[src/rtl/sbus_pkg.sv]
package sbus_pkg;

    localparam int ADDR_W         = 5;
    localparam int CMD_W          = 4;
    localparam int DATA_W         = 8;
    localparam int CMD_CODES      = 1 << CMD_W;
    localparam int CMD_FRAME_BITS = 1 + ADDR_W + CMD_W + 1;
    localparam int RPL_FRAME_BITS = 1 + DATA_W + 1;

    localparam logic START_VAL = 1'b1;
    localparam logic EOF_VAL   = 1'b0;

    typedef logic [ADDR_W-1:0] addr_t;
    typedef logic [CMD_W-1:0]  cmd_t;
    typedef logic [DATA_W-1:0] data_t;

    // Field order matches the arrival order on the wire (MSB first).
    typedef struct packed {
        logic  start;
        addr_t addr;
        cmd_t  cmd;
        logic  eof;
    } cmd_frame_t;

    typedef enum logic [0:0] {RX_IDLE, RX_RUN} rx_state_e;
    typedef enum logic [1:0] {TX_IDLE, TX_WAIT, TX_SEND} tx_state_e;

    // Level of a Manchester-coded bit in its first or second half.
    function automatic logic mc_level(input logic bit_v, input logic second_half);
        return second_half ? ~bit_v : bit_v;
    endfunction

    function automatic logic framing_ok(input cmd_frame_t f);
        return (f.start == START_VAL) && (f.eof == EOF_VAL);
    endfunction

    function automatic logic [RPL_FRAME_BITS-1:0] build_reply(input data_t d);
        return {START_VAL, d, EOF_VAL};
    endfunction

endpackage

[src/rtl/sbus_sync.sv]
module sbus_sync #(
    parameter int          W       = 2,
    parameter logic [W-1:0] RST_VAL = '0
) (
    input  logic         clk_i,
    input  logic         rst_i,
    input  logic [W-1:0] d_i,
    output logic [W-1:0] q_o
);
    logic [W-1:0] stage1;

    always_ff @(posedge clk_i) begin
        if (rst_i) begin
            stage1 <= RST_VAL;
            q_o    <= RST_VAL;
        end else begin
            stage1 <= d_i;
            q_o    <= stage1;
        end
    end
endmodule

[src/rtl/sbus_rx.sv]
module sbus_rx
    import sbus_pkg::*;
#(
    parameter int HALF_CYC = 8
) (
    input  logic       clk_i,
    input  logic       rst_i,
    input  logic       listen_i,
    input  logic       line_clk_i,
    input  logic       line_dat_i,
    output logic       busy_o,
    output logic       done_o,
    output cmd_frame_t frame_o
);
    localparam int HALVES = 2 * CMD_FRAME_BITS;
    localparam int HCW    = (HALF_CYC > 1) ? $clog2(HALF_CYC) : 1;
    localparam int HIW    = $clog2(HALVES);
    localparam logic [HCW-1:0] HC_LAST   = HCW'(HALF_CYC - 1);
    localparam logic [HCW-1:0] HC_SAMPLE = HCW'(HALF_CYC / 2);
    localparam logic [HIW-1:0] HI_LAST   = HIW'(HALVES - 1);

    rx_state_e                 state;
    logic [HCW-1:0]            hc;
    logic [HIW-1:0]            hi;
    logic [CMD_FRAME_BITS-1:0] sr;
    logic                      clk_q;

    always_ff @(posedge clk_i) begin
        if (rst_i) begin
            state  <= RX_IDLE;
            hc     <= '0;
            hi     <= '0;
            sr     <= '0;
            clk_q  <= 1'b0;
            done_o <= 1'b0;
        end else begin
            clk_q  <= line_clk_i;
            done_o <= 1'b0;
            unique case (state)
                RX_IDLE: begin
                    if (listen_i && line_clk_i && !clk_q) begin
                        state <= RX_RUN;
                        hc    <= '0;
                        hi    <= '0;
                    end
                end
                RX_RUN: begin
                    // Only the first half of each bit carries its value.
                    if (hc == HC_SAMPLE && !hi[0])
                        sr <= {sr[CMD_FRAME_BITS-2:0], line_dat_i};
                    if (hc == HC_LAST) begin
                        hc <= '0;
                        if (hi == HI_LAST) begin
                            state  <= RX_IDLE;
                            done_o <= 1'b1;
                        end else begin
                            hi <= hi + HIW'(1);
                        end
                    end else begin
                        hc <= hc + HCW'(1);
                    end
                end
                default: state <= RX_IDLE;
            endcase
        end
    end

    assign busy_o  = (state == RX_RUN);
    assign frame_o = cmd_frame_t'(sr);
endmodule

[src/rtl/sbus_tx.sv]
module sbus_tx
    import sbus_pkg::*;
#(
    parameter int HALF_CYC = 8,
    parameter int GAP_BITS = 2
) (
    input  logic  clk_i,
    input  logic  rst_i,
    input  logic  start_i,
    input  data_t data_i,
    output logic  busy_o,
    output logic  line_o,
    output logic  oe_o
);
    localparam int HALVES  = 2 * RPL_FRAME_BITS;
    localparam int GAP_CYC = GAP_BITS * 2 * HALF_CYC;
    localparam int GCW     = $clog2(GAP_CYC + 1);
    localparam int HCW     = (HALF_CYC > 1) ? $clog2(HALF_CYC) : 1;
    localparam int HIW     = $clog2(HALVES);
    localparam logic [HCW-1:0] HC_LAST  = HCW'(HALF_CYC - 1);
    localparam logic [HIW-1:0] HI_LAST  = HIW'(HALVES - 1);
    localparam logic [GCW-1:0] GAP_LAST = GCW'(GAP_CYC - 1);

    tx_state_e                 state;
    logic [GCW-1:0]            wcnt;
    logic [HCW-1:0]            hc;
    logic [HIW-1:0]            hi;
    logic [RPL_FRAME_BITS-1:0] sr;

    always_ff @(posedge clk_i) begin
        if (rst_i) begin
            state <= TX_IDLE;
            wcnt  <= '0;
            hc    <= '0;
            hi    <= '0;
            sr    <= '0;
        end else begin
            unique case (state)
                TX_IDLE: begin
                    if (start_i) begin
                        state <= TX_WAIT;
                        wcnt  <= '0;
                        sr    <= build_reply(data_i);
                    end
                end
                TX_WAIT: begin
                    if (wcnt == GAP_LAST) begin
                        state <= TX_SEND;
                        hc    <= '0;
                        hi    <= '0;
                    end else begin
                        wcnt <= wcnt + GCW'(1);
                    end
                end
                TX_SEND: begin
                    if (hc == HC_LAST) begin
                        hc <= '0;
                        if (hi[0])
                            sr <= {sr[RPL_FRAME_BITS-2:0], 1'b0};
                        if (hi == HI_LAST)
                            state <= TX_IDLE;
                        else
                            hi <= hi + HIW'(1);
                    end else begin
                        hc <= hc + HCW'(1);
                    end
                end
                default: state <= TX_IDLE;
            endcase
        end
    end

    assign busy_o = (state != TX_IDLE);
    assign oe_o   = (state == TX_SEND);
    assign line_o = oe_o ? mc_level(sr[RPL_FRAME_BITS-1], hi[0]) : 1'b1;
endmodule

[src/rtl/sbus_node.sv]
module sbus_node
    import sbus_pkg::*;
#(
    parameter int                   HALF_CYC  = 8,
    parameter int                   GAP_BITS  = 2,
    parameter logic [CMD_CODES-1:0] READ_MASK = 16'h00F0
) (
    input  logic              clk_i,
    input  logic              rst_i,
    input  logic [ADDR_W-1:0] node_addr_i,
    input  logic              bus_clk_i,
    input  logic              bus_dat_i,
    output logic              bus_dat_o,
    output logic              bus_oe_o,
    output logic [CMD_W-1:0]  cmd_o,
    output logic              cmd_valid_o,
    input  logic [DATA_W-1:0] rpl_data_i
);
    logic       clk_s, dat_s;
    logic       rx_busy, rx_done;
    cmd_frame_t rx_frame;
    logic       tx_busy, tx_start;
    logic       hit;

    sbus_sync #(.W(2), .RST_VAL(2'b01)) u_sync (
        .clk_i (clk_i),
        .rst_i (rst_i),
        .d_i   ({bus_clk_i, bus_dat_i}),
        .q_o   ({clk_s, dat_s})
    );

    sbus_rx #(.HALF_CYC(HALF_CYC)) u_rx (
        .clk_i      (clk_i),
        .rst_i      (rst_i),
        .listen_i   (!tx_busy),
        .line_clk_i (clk_s),
        .line_dat_i (dat_s),
        .busy_o     (rx_busy),
        .done_o     (rx_done),
        .frame_o    (rx_frame)
    );

    assign hit      = rx_done && framing_ok(rx_frame) && (rx_frame.addr == node_addr_i);
    assign tx_start = hit && READ_MASK[rx_frame.cmd];

    always_ff @(posedge clk_i) begin
        if (rst_i) begin
            cmd_valid_o <= 1'b0;
            cmd_o       <= '0;
        end else begin
            cmd_valid_o <= hit;
            if (hit)
                cmd_o <= rx_frame.cmd;
        end
    end

    sbus_tx #(.HALF_CYC(HALF_CYC), .GAP_BITS(GAP_BITS)) u_tx (
        .clk_i   (clk_i),
        .rst_i   (rst_i),
        .start_i (tx_start),
        .data_i  (rpl_data_i),
        .busy_o  (tx_busy),
        .line_o  (bus_dat_o),
        .oe_o    (bus_oe_o)
    );
endmodule

[config.mk]
export PLATFORM = sky130hd
export DESIGN_NAME = sbus_node
export DESIGN_NICKNAME = d
export VERILOG_FILES = /design/src/rtl/sbus_pkg.sv /design/src/rtl/sbus_sync.sv /design/src/rtl/sbus_rx.sv /design/src/rtl/sbus_tx.sv /design/src/rtl/sbus_node.sv
export SDC_FILE = /design/constraint.sdc
export NUM_CORES = 1
export LEC_CHECK = 0
export BUFFER_PORTS_ARGS = -buffer_cell sky130_fd_sc_hd__buf_4
export CORE_MARGIN = 2
export CORE_UTILIZATION = 50
export DETAILED_ROUTE_END_ITERATION = 7
export PLACE_DENSITY = 0.67
export SYNTH_ARGS = -nofsm -noshare
export SYNTH_HDL_FRONTEND = slang
export SYNTH_SLANG_ARGS = --single-unit
[constraint.sdc]
create_clock -name clk_i -period 3.15 [get_ports clk_i]
set_input_delay 0.4725 -clock clk_i [delete_from_list [all_inputs] [get_ports clk_i]]
set_output_delay 0.4725 -clock clk_i [all_outputs]
set_load 0.05 [all_outputs]
* Word-level counts from Yosys, hierarchy flattened
Memories as Yosys holds them, arrays and structs flattened. A register that Yosys moved wholly into a read port is not among the register bits. Index checks and enable logic that the tools add are counted.
Word-level totals: register bits after elaboration 57, memories 1, input port bits 17, bits in read-only memories 16, output and inout bits 7
Memory list:
- (name not given) | depth 16, width 1, read ports 1, clocked after memory_dff 1, wr ports 0, RTL line sbus_node.sv:44 | assign tx_start = hit && READ_MASK[rx_frame.cmd];
Cells by class: reduce and logical (&&, ||, !) cells 23, bitwise operators 4, eq/ne operators 19, mux-type cells 36, add/subtract/negate cells 5, magnitude comparators 1
Operators with widths (number):
- 2-to-1 mux 10 bit | 3
- 2-to-1 mux 5 bit | 6
- one-hot mux 10 bit (2 select lines) | 1
- one-hot mux 5 bit (2 select lines) | 2
- != test 2 bit (second input constant) | 8
- 2-to-1 mux 3 bit | 4
- 2-to-1 mux 6 bit | 2
- one-hot mux 3 bit (2 select lines) | 2
- one-hot mux 6 bit (2 select lines) | 1
- AND reduction 4 bit | 3
- adder 5 x 1 -> 5 bit (second input constant) | 2
- == test 5 bit (second input constant) | 2
- == test 3 bit (second input constant) | 3
- 2-to-1 mux 2 bit | 4
- 2-to-1 mux 4 bit | 2
- nonzero test 2 bit | 4
- logical AND 1 bit | 7
- 2-to-1 mux 1 bit | 7
- adder 3 x 1 -> 3 bit (second input constant) | 2
- adder 6 x 1 -> 6 bit (second input constant) | 1
- == test 6 x 5 -> 1 bit (second input constant) | 1
- one-hot mux 2 bit (3 select lines) | 1
- AND reduction 3 bit | 2
- == test 5 bit | 1
- 10 further kinds | 17

* Depth between registers and ports, before layout
depth after elaboration 7, depth in mapped cells 7, gate-level depth less buffers 7

* Cells and area by module
From an unflattened synthesis, not the netlist that was laid out.
Second synthesis, totals: cell total of the unflattened synthesis 304, area, all modules 2688.8 µm²
Modules (own cells, without submodules):
- sbus_tx | sequential area each 500.5 µm², area an instance 1372.6 µm², instances 1, cells an instance 153
- sbus_rx | sequential area each 440.4 µm², area an instance 944.7 µm², instances 1, cells an instance 110
- sbus_node | sequential area each 100.1 µm², area an instance 266.5 µm², instances 1, cells an instance 33
- sbus_sync | sequential area each 80.1 µm², area an instance 105.1 µm², instances 1, cells an instance 8

* Worst setup path after synthesis
No wires, ideal clock.
path type register -> output, start reg u_tx.state[1], end out bus_dat_o, buffers on the path 1, cell stages (with the launch flop) 5, data arrival time 1.533 ns, path slack 1.145 ns, cells stage by stage dfxtp_1 > or2b_1 > inv_1 > buf_2 > nand2_1
Between the ends: longest elaborated chain between the ends 2
RTL lines:
- from (decl) | RTL line sbus_tx.sv:24 | tx_state_e state;
- from (signal assigned) | RTL line sbus_tx.sv:32 | state <= TX_IDLE;
- from (signal assigned) | RTL line sbus_tx.sv:41 | state <= TX_WAIT;
- from (signal assigned) | RTL line sbus_tx.sv:48 | state <= TX_SEND;
- == test 2 bit | RTL line sbus_tx.sv:74 | assign oe_o = (state == TX_SEND);
- named net bus_oe_o | RTL line sbus_node.sv:14 | output logic bus_oe_o,
- 2-to-1 mux 1 bit | RTL line sbus_tx.sv:75 | assign line_o = oe_o ? mc_level(sr[RPL_FRAME_BITS-1], hi[0]) : 1'b1;
- to (decl) | RTL line sbus_node.sv:13 | output logic bus_dat_o,
The timed path passes the listed nets, and every way through them passes these cells.

* Worst setup path after layout
start reg u_tx.state[1], end out bus_dat_o
Between the ends: longest elaborated chain between the ends 2
RTL lines (RTL line):
- == test 2 bit | sbus_tx.sv:74
- 2-to-1 mux 1 bit | sbus_tx.sv:75
Every way passes these cells.

==> impl_results.md <==
* Status: completed
* Fin. Hold Viols at 0
* Area delta synth->final at 14.2%
* Clk buf depth at 2
* Initial Util at 51.1%
* Latest clock arrival within the worst-skew pair at 0.33 ns
* CTS Buf Count at 9
* Grt ovf at 0
* Multi-input logic area at 1310 um2
* Worst path max stage delay at 0.52 ns
* Total negative slack at 0 ns
* Slowest-stage cell, CP: dfxtp_1
* Routed len/inst at 12.7 um
* Gr usage total at 18.0%
* Clk root buf: clkbuf_8
* Drt pass-1 iters at 4
* Final net count at 334
* Slew HR at 59.6%
* Largest net degree at the start of global routing at 55
* Peak VDD IR at 0.211 mV
* WL final at 4830 um
* DRC Markers at 0
* First-pass GRT wire length at 7730 um
* Initial drt markers at 117
* Leak at 1.09 nW
* R2R Path Start: u_tx.state[1]
* CP Max Fanout at 13
* RSZ-0062 raised after global routing: false
* Tmin final at 2.42 ns
* Sequential share of the synthesized area at 44.3%
* CTS Sinks at 57
* Min-Delay Startpoint: bus_dat_i
* Syn Nets at 314
* Pwr Total at 1.37 mW
* R2R depth at 5
* Total die area at 5740 um2
* Post-synth top flop: dfxtp_1
* Port Buffers at 23
* Routed vias/inst at 5.32
* Fmax at 413 MHz
* Hold Crit Depth at 2
* Number of hold buffers added after CTS at 0
* Worst-Margin Slew at 0.605 ns
* Reg2Reg Setup Slack at 0.87 ns
* Crit path DAT at 1.95 ns
* Top-Level Pins at 24
* Vias at 2022
* CP cell instances: or2b_1 > inv_1 > nand2_1 > buf_4
* Worst setup EP type: output pin
* Routability cong. at 0.769
* Power Density at 467 nW/um2
* Critical path startpoint category: flop
* Synth unique cells at 49
* Post-route ant nets at 0
* Critical Path RT at 2.68 ns
* DIE WIDTH at 75.8 um
* Synth async-reset ratio at 0%
* # rows at 26
* Core Box Area at 5040 um2
* Worst reg2reg path endpoint: u_tx.sr[4]
* Yosys warning total at 0
* Top cell family by delay on the critical path: buffers and inverters
* Number of synthesized register bits at 57
* Skew final at 0.00601 ns
* Die Span Y at 75.8 um
* H-Tree Depth at 3
* Crit path kind: reg2out
* # diodes at 0
* Setup violators final at 0
* Fin crit share at 76.8%
* Layout cell share with drive strength beyond 1 at 14.5%
* Slew Limit Fails at 0
* Max Cap Viol at 0
* Post-Syn Instances at 288
* Number of synthesized flops with an enable pin at 0
* Hold Path Class: in2reg
* Vias in the first global route at 1723
* Hpwl dp at 3170 um
* Average cell area after synthesis at 8.94 um2
* Fillers at 467
* CTS tree: built
* Worst-path clk slew at 0.06 ns
* Synthesized cell area at 2570 um2
* Hold Path End: u_sync.stage1[0]
* Sequential Area at 1140 um2
* Post_cts resized at 0
* Postcts setup bufs at 0
* Antenna violations before repair at 0
* CP bufs+invs at 2
==> worst max-delay path by stage <==
stage / start / endpoint / slack (ns) / depth (start not counted)
2_1_floorplan: u_tx.state[1] / bus_dat_o / 1.14 / 4
3_3_place_gp: node_addr_i[2] / u_tx.sr[1] / 0.79 / 6
3_5_place_dp: node_addr_i[2] / u_tx.sr[1] / 0.80 / 6
4_1_cts: u_tx.state[1] / bus_dat_o / 0.71 / 4
5_1_grt: u_tx.state[1] / bus_dat_o / 0.56 / 4
6_report: u_tx.state[1] / bus_dat_o / 0.73 / 4
==> report_power, final <==
| group | leakage [nW] | internal, mW | switching [mW] | total, mW |
|---|---|---|---|---|
| Clock | 0.0875 | 0.337 | 0.259 | 0.596 |
| Sequential | 0.460 | 0.726 | 0.00351 | 0.729 |
| Combinational | 0.546 | 0.0242 | 0.0236 | 0.0478 |
==> Yosys cell counts (7+ instances only) <==
cell type / n / area, um2
dfxtp_1: 57 / 1140
inv_1: 15 / 56.3
nor2_1: 23 / 86.3
a21oi_1: 28 / 140
a311oi_1: 8 / 70.1
a221oi_1: 7 / 61.3
clkbuf_1: 10 / 37.5
o21ai_0: 8 / 40.0
nor3_1: 8 / 40.0
nand3_1: 11 / 55.1
and2_1: 9 / 56.3
nand2_1: 30 / 113
ha_1: 9 / 113
==> routing by layer <==
metal | wire length (um) | track usage [%] | vias to the layer above
met5 | 0 | 0 | -
met4 | 84 | 9.94 | 0
met3 | 181 | 5.16 | 7
met2 | 2170 | 27.0 | 29
met1 | 2400 | 23.1 | 929
li1 | - | - | 1057
==> state kept, by name, summed over array words and instances (netlist names), 3 cells and up, named ones only <==
| name | cells |
|---|---|
| cmd_o | 4 |
| u_rx.frame_o | 11 |
| u_rx.hc | 3 |
| u_rx.hi | 5 |
| u_tx.hc | 3 |
| u_tx.hi | 5 |
| u_tx.sr | 9 |
| u_tx.wcnt | 6 |
==> cell usage in the layout (no fill, tap or decap), drive strengths merged, types with 7 or more instances in the layout <==
master and instances:
buf 23, inv 15, nor2 23, clkbuf 13
ha 9, and2 9, dfxtp 57, a21oi 28
a311oi 8, mux2i 7, nor3 9, nand2 30
a221oi 7, nand3 12, o21ai 9
==> worst reg2reg max path, stage by stage (launching register included) <==
cell and delay [ns]:
dfxtp_1 0.52, or2b_1 0.43, inv_1 0.38, nand3_2 0.35, a221oi_1 0.38, a311oi_1 0.09
==> area by class of cell <==
class | instances | area share, %
multi-input combinational | 202 | 44.7
sequential | 57 | 38.8
timing repair buffer | 23 | 5.87
clock buffer | 13 | 5.74
tap | 70 | 2.98
inverter | 15 | 1.91
==> per-stage QoR <==
stage	cells	util, %	setup slack, ns	cell area [um2]	hold WS [ns]
floorplan	288	-	1.14	2570	0.389
global placement	367	55.0	0.792	2770	0.415
detailed placement	367	55.0	0.798	2770	0.413
CTS	380	58.3	0.714	2940	0.318
global route	380	58.3	0.557	2940	0.319
finish	380	58.3	0.731	2940	0.326
==> kinds of logic after synthesis <==
family,Yosys count,synth area share [%]
buffers and inverters,29,4.66
adder cells (fa/ha/maj),9,4.37
XOR/XNOR,8,2.72
AO/OA/AOI/OAI,65,17.4
AND/OR/NAND/NOR,113,23.7
multiplexers,7,2.87
flip-flops,57,44.3
Power figures use the tool's default switching activity.
